$ cat src/rtl/lim_watch_pkg.sv
package lim_watch_pkg;
    localparam int KIND_W = 3;

    typedef enum logic [KIND_W-1:0] {
        K_HI   = 3'd0,
        K_LO   = 3'd1,
        K_HY   = 3'd2,
        K_MIN  = 3'd3,
        K_MAX  = 3'd4,
        K_STAT = 3'd5,
        K_CFG  = 3'd6,
        K_NONE = 3'd7
    } reg_kind_e;
endpackage

$ cat src/rtl/lim_watch_chan.sv
module lim_watch_chan #(
    parameter int DW = 12
) (
    input  logic          clk,
    input  logic          rst_n,
    input  logic          hit,
    input  logic [DW-1:0] val,
    input  logic          wr_hi,
    input  logic          wr_lo,
    input  logic          wr_hy,
    input  logic [1:0]    clr,
    input  logic [DW-1:0] wdat,
    output logic [DW-1:0] hi_o,
    output logic [DW-1:0] lo_o,
    output logic [DW-1:0] hy_o,
    output logic [DW-1:0] mn_o,
    output logic [DW-1:0] mx_o,
    output logic          st_hi,
    output logic          st_lo
);
    typedef struct packed {
        logic [DW-1:0] hi;
        logic [DW-1:0] lo;
        logic [DW-1:0] hy;
        logic [DW-1:0] mn;
        logic [DW-1:0] mx;
        logic          sh;
        logic          sl;
        logic          ah;
        logic          al;
    } chan_st_t;

    chan_st_t st_d, st_q;
    logic [DW:0] val_up;
    logic [DW:0] lo_up;

    always_comb begin
        st_d   = st_q;
        val_up = {1'b0, val} + {1'b0, st_q.hy};
        lo_up  = {1'b0, st_q.lo} + {1'b0, st_q.hy};
        if (wr_hi) st_d.hi = wdat;
        if (wr_lo) st_d.lo = wdat;
        if (wr_hy) st_d.hy = wdat;
        if (clr[1]) st_d.sh = 1'b0;
        if (clr[0]) st_d.sl = 1'b0;
        if (hit) begin
            if (val < st_q.mn) st_d.mn = val;
            if (val > st_q.mx) st_d.mx = val;
            if (st_q.ah) begin
                if (val > st_q.hi) begin
                    st_d.sh = 1'b1;
                    st_d.ah = 1'b0;
                end
            end else if (val_up <= {1'b0, st_q.hi}) begin
                st_d.ah = 1'b1;
            end
            if (st_q.al) begin
                if (val < st_q.lo) begin
                    st_d.sl = 1'b1;
                    st_d.al = 1'b0;
                end
            end else if ({1'b0, val} >= lo_up) begin
                st_d.al = 1'b1;
            end
        end
    end

    always_ff @(posedge clk or negedge rst_n) begin
        if (!rst_n) begin
            st_q <= '{hi: '1, lo: '0, hy: '0, mn: '1, mx: '0,
                      sh: 1'b0, sl: 1'b0, ah: 1'b1, al: 1'b1};
        end else begin
            st_q <= st_d;
        end
    end

    assign hi_o  = st_q.hi;
    assign lo_o  = st_q.lo;
    assign hy_o  = st_q.hy;
    assign mn_o  = st_q.mn;
    assign mx_o  = st_q.mx;
    assign st_hi = st_q.sh;
    assign st_lo = st_q.sl;

    a_r2_high_sets: assert property (@(posedge clk) disable iff (!rst_n)
        (hit && st_q.ah && val > st_q.hi) |=> (st_hi && !st_q.ah));

    a_r4_low_sets: assert property (@(posedge clk) disable iff (!rst_n)
        (hit && st_q.al && val < st_q.lo) |=> (st_lo && !st_q.al));

    a_r3_no_early_rearm: assert property (@(posedge clk) disable iff (!rst_n)
        (hit && !st_q.ah && ({1'b0, val} + {1'b0, st_q.hy}) > {1'b0, st_q.hi})
        |=> !st_q.ah);

    a_r7_min_max: assert property (@(posedge clk) disable iff (!rst_n)
        hit |=> (mn_o <= $past(val) && mx_o >= $past(val)));
endmodule

$ cat src/rtl/lim_watch_pin.sv
module lim_watch_pin #(
    parameter int NS = 16
) (
    input  logic [NS-1:0] flags,
    input  logic          alert_en,
    input  logic          busy_mode,
    input  logic          conv_busy,
    output logic          pin_oe
);
    logic any_flag;

    always_comb begin
        any_flag = |flags;
        if (busy_mode) pin_oe = conv_busy;
        else           pin_oe = alert_en & any_flag;
    end
endmodule

$ cat src/rtl/lim_watch.sv
module lim_watch
    import lim_watch_pkg::*;
#(
    parameter int NCH = 8,
    parameter int DW  = 12
) (
    input  logic                        clk,
    input  logic                        rst_n,
    input  logic                        res_valid,
    input  logic [$clog2(NCH)-1:0]      res_ch,
    input  logic [DW-1:0]               res_val,
    input  logic                        conv_busy,
    input  logic                        wr_en,
    input  logic [KIND_W+$clog2(NCH)-1:0] wr_addr,
    input  logic [DW-1:0]               wr_data,
    input  logic                        rd_en,
    input  logic [KIND_W+$clog2(NCH)-1:0] rd_addr,
    output logic                        rd_valid,
    output logic [DW-1:0]               rd_data,
    output logic [2*NCH-1:0]            alert_stat,
    output logic                        alert_oe
);
    localparam int CW = $clog2(NCH);
    localparam int AW = KIND_W + CW;
    localparam int NS = 2 * NCH;

    typedef struct packed {
        logic          en;
        logic          bmode;
        logic          rv;
        logic [DW-1:0] rd;
    } top_st_t;

    top_st_t tq, td;

    reg_kind_e wr_kind, rd_kind;
    logic [CW-1:0] wr_chn, rd_chn;

    logic [DW-1:0] hi_a [NCH];
    logic [DW-1:0] lo_a [NCH];
    logic [DW-1:0] hy_a [NCH];
    logic [DW-1:0] mn_a [NCH];
    logic [DW-1:0] mx_a [NCH];
    logic [NCH-1:0] sh_a, sl_a;

    assign wr_kind = reg_kind_e'(wr_addr[AW-1:CW]);
    assign rd_kind = reg_kind_e'(rd_addr[AW-1:CW]);
    assign wr_chn  = wr_addr[CW-1:0];
    assign rd_chn  = rd_addr[CW-1:0];

    for (genvar c = 0; c < NCH; c++) begin : g_ch
        logic sel_w;
        assign sel_w = wr_en && (wr_chn == CW'(c));
        lim_watch_chan #(.DW(DW)) u_chan (
            .clk   (clk),
            .rst_n (rst_n),
            .hit   (res_valid && (res_ch == CW'(c))),
            .val   (res_val),
            .wr_hi (sel_w && wr_kind == K_HI),
            .wr_lo (sel_w && wr_kind == K_LO),
            .wr_hy (sel_w && wr_kind == K_HY),
            .clr   ((sel_w && wr_kind == K_STAT) ? wr_data[1:0] : 2'b00),
            .wdat  (wr_data),
            .hi_o  (hi_a[c]),
            .lo_o  (lo_a[c]),
            .hy_o  (hy_a[c]),
            .mn_o  (mn_a[c]),
            .mx_o  (mx_a[c]),
            .st_hi (sh_a[c]),
            .st_lo (sl_a[c])
        );
        assign alert_stat[2*c]   = sl_a[c];
        assign alert_stat[2*c+1] = sh_a[c];
    end

    always_comb begin
        td    = tq;
        td.rv = rd_en;
        if (wr_en && wr_kind == K_CFG) begin
            td.en    = wr_data[0];
            td.bmode = wr_data[1];
        end
        if (rd_en) begin
            unique case (rd_kind)
                K_HI:    td.rd = hi_a[rd_chn];
                K_LO:    td.rd = lo_a[rd_chn];
                K_HY:    td.rd = hy_a[rd_chn];
                K_MIN:   td.rd = mn_a[rd_chn];
                K_MAX:   td.rd = mx_a[rd_chn];
                K_STAT:  td.rd = {{(DW-2){1'b0}}, sh_a[rd_chn], sl_a[rd_chn]};
                K_CFG:   td.rd = {{(DW-2){1'b0}}, tq.bmode, tq.en};
                default: td.rd = '0;
            endcase
        end
    end

    always_ff @(posedge clk or negedge rst_n) begin
        if (!rst_n) tq <= '0;
        else        tq <= td;
    end

    assign rd_valid = tq.rv;
    assign rd_data  = tq.rd;

    lim_watch_pin #(.NS(NS)) u_pin (
        .flags     (alert_stat),
        .alert_en  (tq.en),
        .busy_mode (tq.bmode),
        .conv_busy (conv_busy),
        .pin_oe    (alert_oe)
    );

    a_r8_clear_both: assert property (@(posedge clk) disable iff (!rst_n)
        (wr_en && wr_kind == K_STAT && wr_data[1:0] == 2'b11 && !res_valid)
        |=> (alert_stat[{$past(wr_chn), 1'b0} +: 2] == 2'b00));

    a_r11_read_latency: assert property (@(posedge clk) disable iff (!rst_n)
        rd_en |=> rd_valid);

    a_r10_busy_follow: assert property (@(posedge clk) disable iff (!rst_n)
        (tq.bmode && conv_busy) |-> alert_oe);

    a_r9_quiet_without_flags: assert property (@(posedge clk) disable iff (!rst_n)
        (!tq.bmode && alert_stat == '0) |-> !alert_oe);
endmodule

$ cat config.mk
export PLATFORM = sky130hd
export DESIGN_NAME = lim_watch
export DESIGN_NICKNAME = d
export VERILOG_FILES = /design/src/rtl/lim_watch_pkg.sv /design/src/rtl/lim_watch_chan.sv /design/src/rtl/lim_watch_pin.sv /design/src/rtl/lim_watch.sv
export SDC_FILE = /design/constraint.sdc
export NUM_CORES = 2
export LEC_CHECK = 0
export BUFFER_PORTS_ARGS = -buffer_cell sky130_fd_sc_hd__buf_2
export CAP_MARGIN = 20
export CORE_MARGIN = 5
export CORE_UTILIZATION = 55
export CTS_CLUSTER_DIAMETER = 50
export CTS_CLUSTER_SIZE = 28
export DETAILED_ROUTE_END_ITERATION = 10
export PLACE_DENSITY_LB_ADDON = 0.15
export SYNTH_ARGS = -nofsm -noshare
export SYNTH_HDL_FRONTEND = slang
export SYNTH_SLANG_ARGS = --single-unit
$ cat constraint.sdc
create_clock -name clk -period 3.2 [get_ports clk]
set_input_delay 0.16 -clock clk [delete_from_list [all_inputs] [get_ports clk]]
set_output_delay 0.16 -clock clk [all_outputs]
set_load 0.01 [all_outputs]
==> impl_metrics.json <==
{
  "synth_cells": 4459,
  "syn-cell-area_um2": 45210,
  "arrival_ns": 3.99,
  "fp.dieW_um": 296.7,
  "crit_buf_inv": 1,
  "path_depth": 16,
  "dieArea_um2": 88040,
  "status": "finished, violations left",
  "peakVddDrop_mv": 0.4956,
  "post-route-period-util_pct": 106.3,
  "cpMaxStageDelayCell": "or4_1",
  "power.density_nw_per_um2": 682.0,
  "ys_seq_area_share_pct": 29.74,
  "violations": "setup timing",
  "rsz0062_at_grt": "true",
  "setup_viol": 9,
  "cp_top_family": "simple AND/OR/NAND/NOR gates",
  "synth_most_common_cell": "ha_1",
  "track_usage_pct": 35.87,
  "die_y_um": 296.7,
  "clk-insertion-delay-late_ns": 0.67,
  "placementRows": 105,
  "routabilityCongestion": 0.9904,
  "htreeDepth": 3,
  "grt_pass1_vias": 38180,
  "finalWirelength_um": 163800,
  "post-place-ws_ns": -0.4666,
  "regArea_um2": 13460,
  "first_pass_iters": 8,
  "critPathRequiredTime_ns": 3.79,
  "max-cap-violations": 0,
  "max_slew_margin_pct": 18.04,
  "hpwlAfterDp_um": 122200,
  "worst_pin_slew_ns": 1.229,
  "timing.final.ws_setup_ns": -0.2029,
  "drcViolationCount": 0,
  "io_pins": 75,
  "drt-vias-per-instance": 6.346,
  "synth_edf_count": 0,
  "fmax_mhz": 293.9,
  "cts_sinks": 527,
  "hold_depth": 5,
  "clk_pin_slew_ns": 0.07,
  "avgSynthCellArea_um2": 10.14,
  "multi_input_area_um2": 30780,
  "cp_max_fo": 2,
  "postSynthNetCount": 5272,
  "min_period_ns": 3.403,
  "nFillCells": 6433,
  "path_cells": "ha_2 > inv_2 > fa_2 > nor2b_2 > o21ai_1 > nand2b_1 > a311oi_2 > or3_4 > xor2_1 > ha_1 > a22oi_1 > nand2_2 > a21oi_2 > or4_1 > a211oi_2 > o221a_2",
  "synth_ff_type": "dfrtp_1",
  "p_total_mw": 37.56,
  "yosys-top-cells-area": "ha_1 (21%), dfrtp_1 (18%), dfstp_2 (12%)",
  "clock_skew_ns": 0.03145,
  "vias": 39150,
  "portBuffers": 74,
  "ys_warn_count": 0,
  "grt_remaining_overflow": 0,
  "synth_common_cells": "ha_1 (752), inv_1 (459), mux2_2 (327), dfrtp_1 (319), o21ai_0 (273)",
  "detail_route.wl_per_cell_um": 26.55,
  "p_leak_nw": 26.00,
  "grt_antenna_before_repair": 13,
  "grt_max_degree": 84,
  "critical_path_class": "reg2reg",
  "synth_top_cell_by_area": "ha_1",
  "start_util_pct": 55.24,
  "cp-start-kind": "flop",
  "rr_worst_depth": 16,
  "cts_made_buffers": 75,
  "hp-class": "in2reg",
  "yosysTopAreaCellShare_pct": 20.81,
  "critPathCaptureType": "flop",
  "synth_seq_cells": 527,
  "cts-root-buf": "clkbuf_16",
  "core_um2": 81850,
  "layout.nets": 5843,
  "area_delta_synth_final_pct": 21.81,
  "worst_path_largest_cell_delay_ns": 0.41,
  "drive_gt1_share_pct": 34.09,
  "ant_nets": 0,
  "drtIter0Drc": 3677,
  "synthArstFlopShare_pct": 100.0,
  "drv_slew": 0,
  "grt_pass1_wl_um": 241000,
  "cts_buffer_depth": 3,
  "holdWs_ns": 0.05264,
  "hold_viol_final": 0,
  "synth.distinct_cells": 81,
  "cts_tree": "built",
  "utilization_pct": 67.29
}
-- worst reg2reg max path: cells and delay by family, from the launching register on --
| kind | cells | cell delay [ns] |
|---|---|---|
| buf+inv | 1 | 0.04 |
| simple gates | 5 | 1.16 |
| xor+xnor | 1 | 0.15 |
| flops | 1 | 0.38 |
| compound gates | 6 | 0.73 |
| fa+ha+maj | 3 | 0.88 |
-- where the power goes --
group	internal (mW)	switching (mW)
clock	5.33	3.70
sequential	9.29	1.99
combinational	8.55	8.70
-- layout by cell type, fill, tap and decap left out, drive strengths merged, types with 178 or more instances in the layout --
cell type	n
nand2	238
a21oi	232
mux2	374
nor2	178
ha	752
buf	635
o21ai	278
inv	481
dfstp	208
dfrtp	319
-- area by class of cell --
type / instances / area share (%)
diodes: 7 / 0.03181
well taps: 1070 / 2.431
multi-input cells: 3321 / 55.89
clock buffers: 88 / 3.662
inverters: 460 / 3.149
repair buffers: 645 / 9.178
flip-flops and latches: 527 / 24.43
clock inverters: 51 / 1.225
-- routing by layer --
metal | GRT usage [%] | vias up | part of all wire (%)
li1 | - | 17660 | -
met1 | 48.49 | 19210 | 42
met2 | 54.99 | 1773 | 43
met3 | 8.552 | 500 | 9.6
met4 | 16.42 | 8 | 5.6
met5 | 0 | - | 0.029
-- metrics by stage --
stage / area (µm²) / std cells / setup TNS [ns]
2_1_floorplan: 45270 / 4459 / -0.02726
3_3_place_gp: 50290 / 5945 / -4.331
3_5_place_dp: 50300 / 5946 / -5.163
4_1_cts: 53990 / 6135 / -0.7650
5_1_grt: 55060 / 6162 / -3.222
6_report: 55070 / 6169 / -0.7984
-- path summary, 6_finish.rpt --
check | start | endpoint | slack, ns
min in group asynchronous | rst_n | g_ch[5].u_chan.mx_o[2]$_DFFE_PN0P_ | 0.20
worst max-delay path | g_ch[5].u_chan.hy_o[0]$_DFFE_PN0P_ | g_ch[5].u_chan.st_q[0]$_DFFE_PN1P_ | -0.20
max in group asynchronous | rst_n | g_ch[7].u_chan.hi_o[1]$_DFFE_PN1P_ | 2.00
worst min-delay path | wr_addr[2] | g_ch[1].u_chan.st_lo$_DFF_PN0_ | 0.05
worst min register to register | g_ch[3].u_chan.st_q[0]$_DFFE_PN1P_ | g_ch[3].u_chan.st_q[0]$_DFFE_PN1P_ | 0.50
worst max register to register | g_ch[5].u_chan.hy_o[0]$_DFFE_PN0P_ | g_ch[5].u_chan.st_q[0]$_DFFE_PN1P_ | -0.20
-- state kept, by name, indices dropped and copies added (netlist names), 2 cells and up --
signal	flops
g_ch.u_chan.hi_o	96
g_ch.u_chan.hy_o	96
g_ch.u_chan.lo_o	96
g_ch.u_chan.mn_o	96
g_ch.u_chan.mx_o	96
g_ch.u_chan.st_hi	8
g_ch.u_chan.st_lo	8
g_ch.u_chan.st_q	16
rd_data	12
tq	2
-- cells by family after synthesis --
| logic type | count (synthesis) | synth area share (%) |
|---|---|---|
| adder cells (fa/ha/maj) | 768 | 21.52 |
| flip-flops | 527 | 29.74 |
| AO/OA/AOI/OAI | 1020 | 14.64 |
| buffers and inverters | 611 | 5.435 |
| multiplexers | 528 | 16.50 |
| XOR/XNOR | 134 | 2.596 |
| AND/OR/NAND/NOR | 871 | 9.559 |
-- timing repair --
action	in CTS	in global routing
buffers inserted	41	28
endpoints found under the setup margin	15	16
cloned	0	0
resized for setup	175	174
hold endpoints to repair	76	0
hold buffers	9	0
pin swaps	124	167
Note: power is estimated with default switching activity, not from simulation.
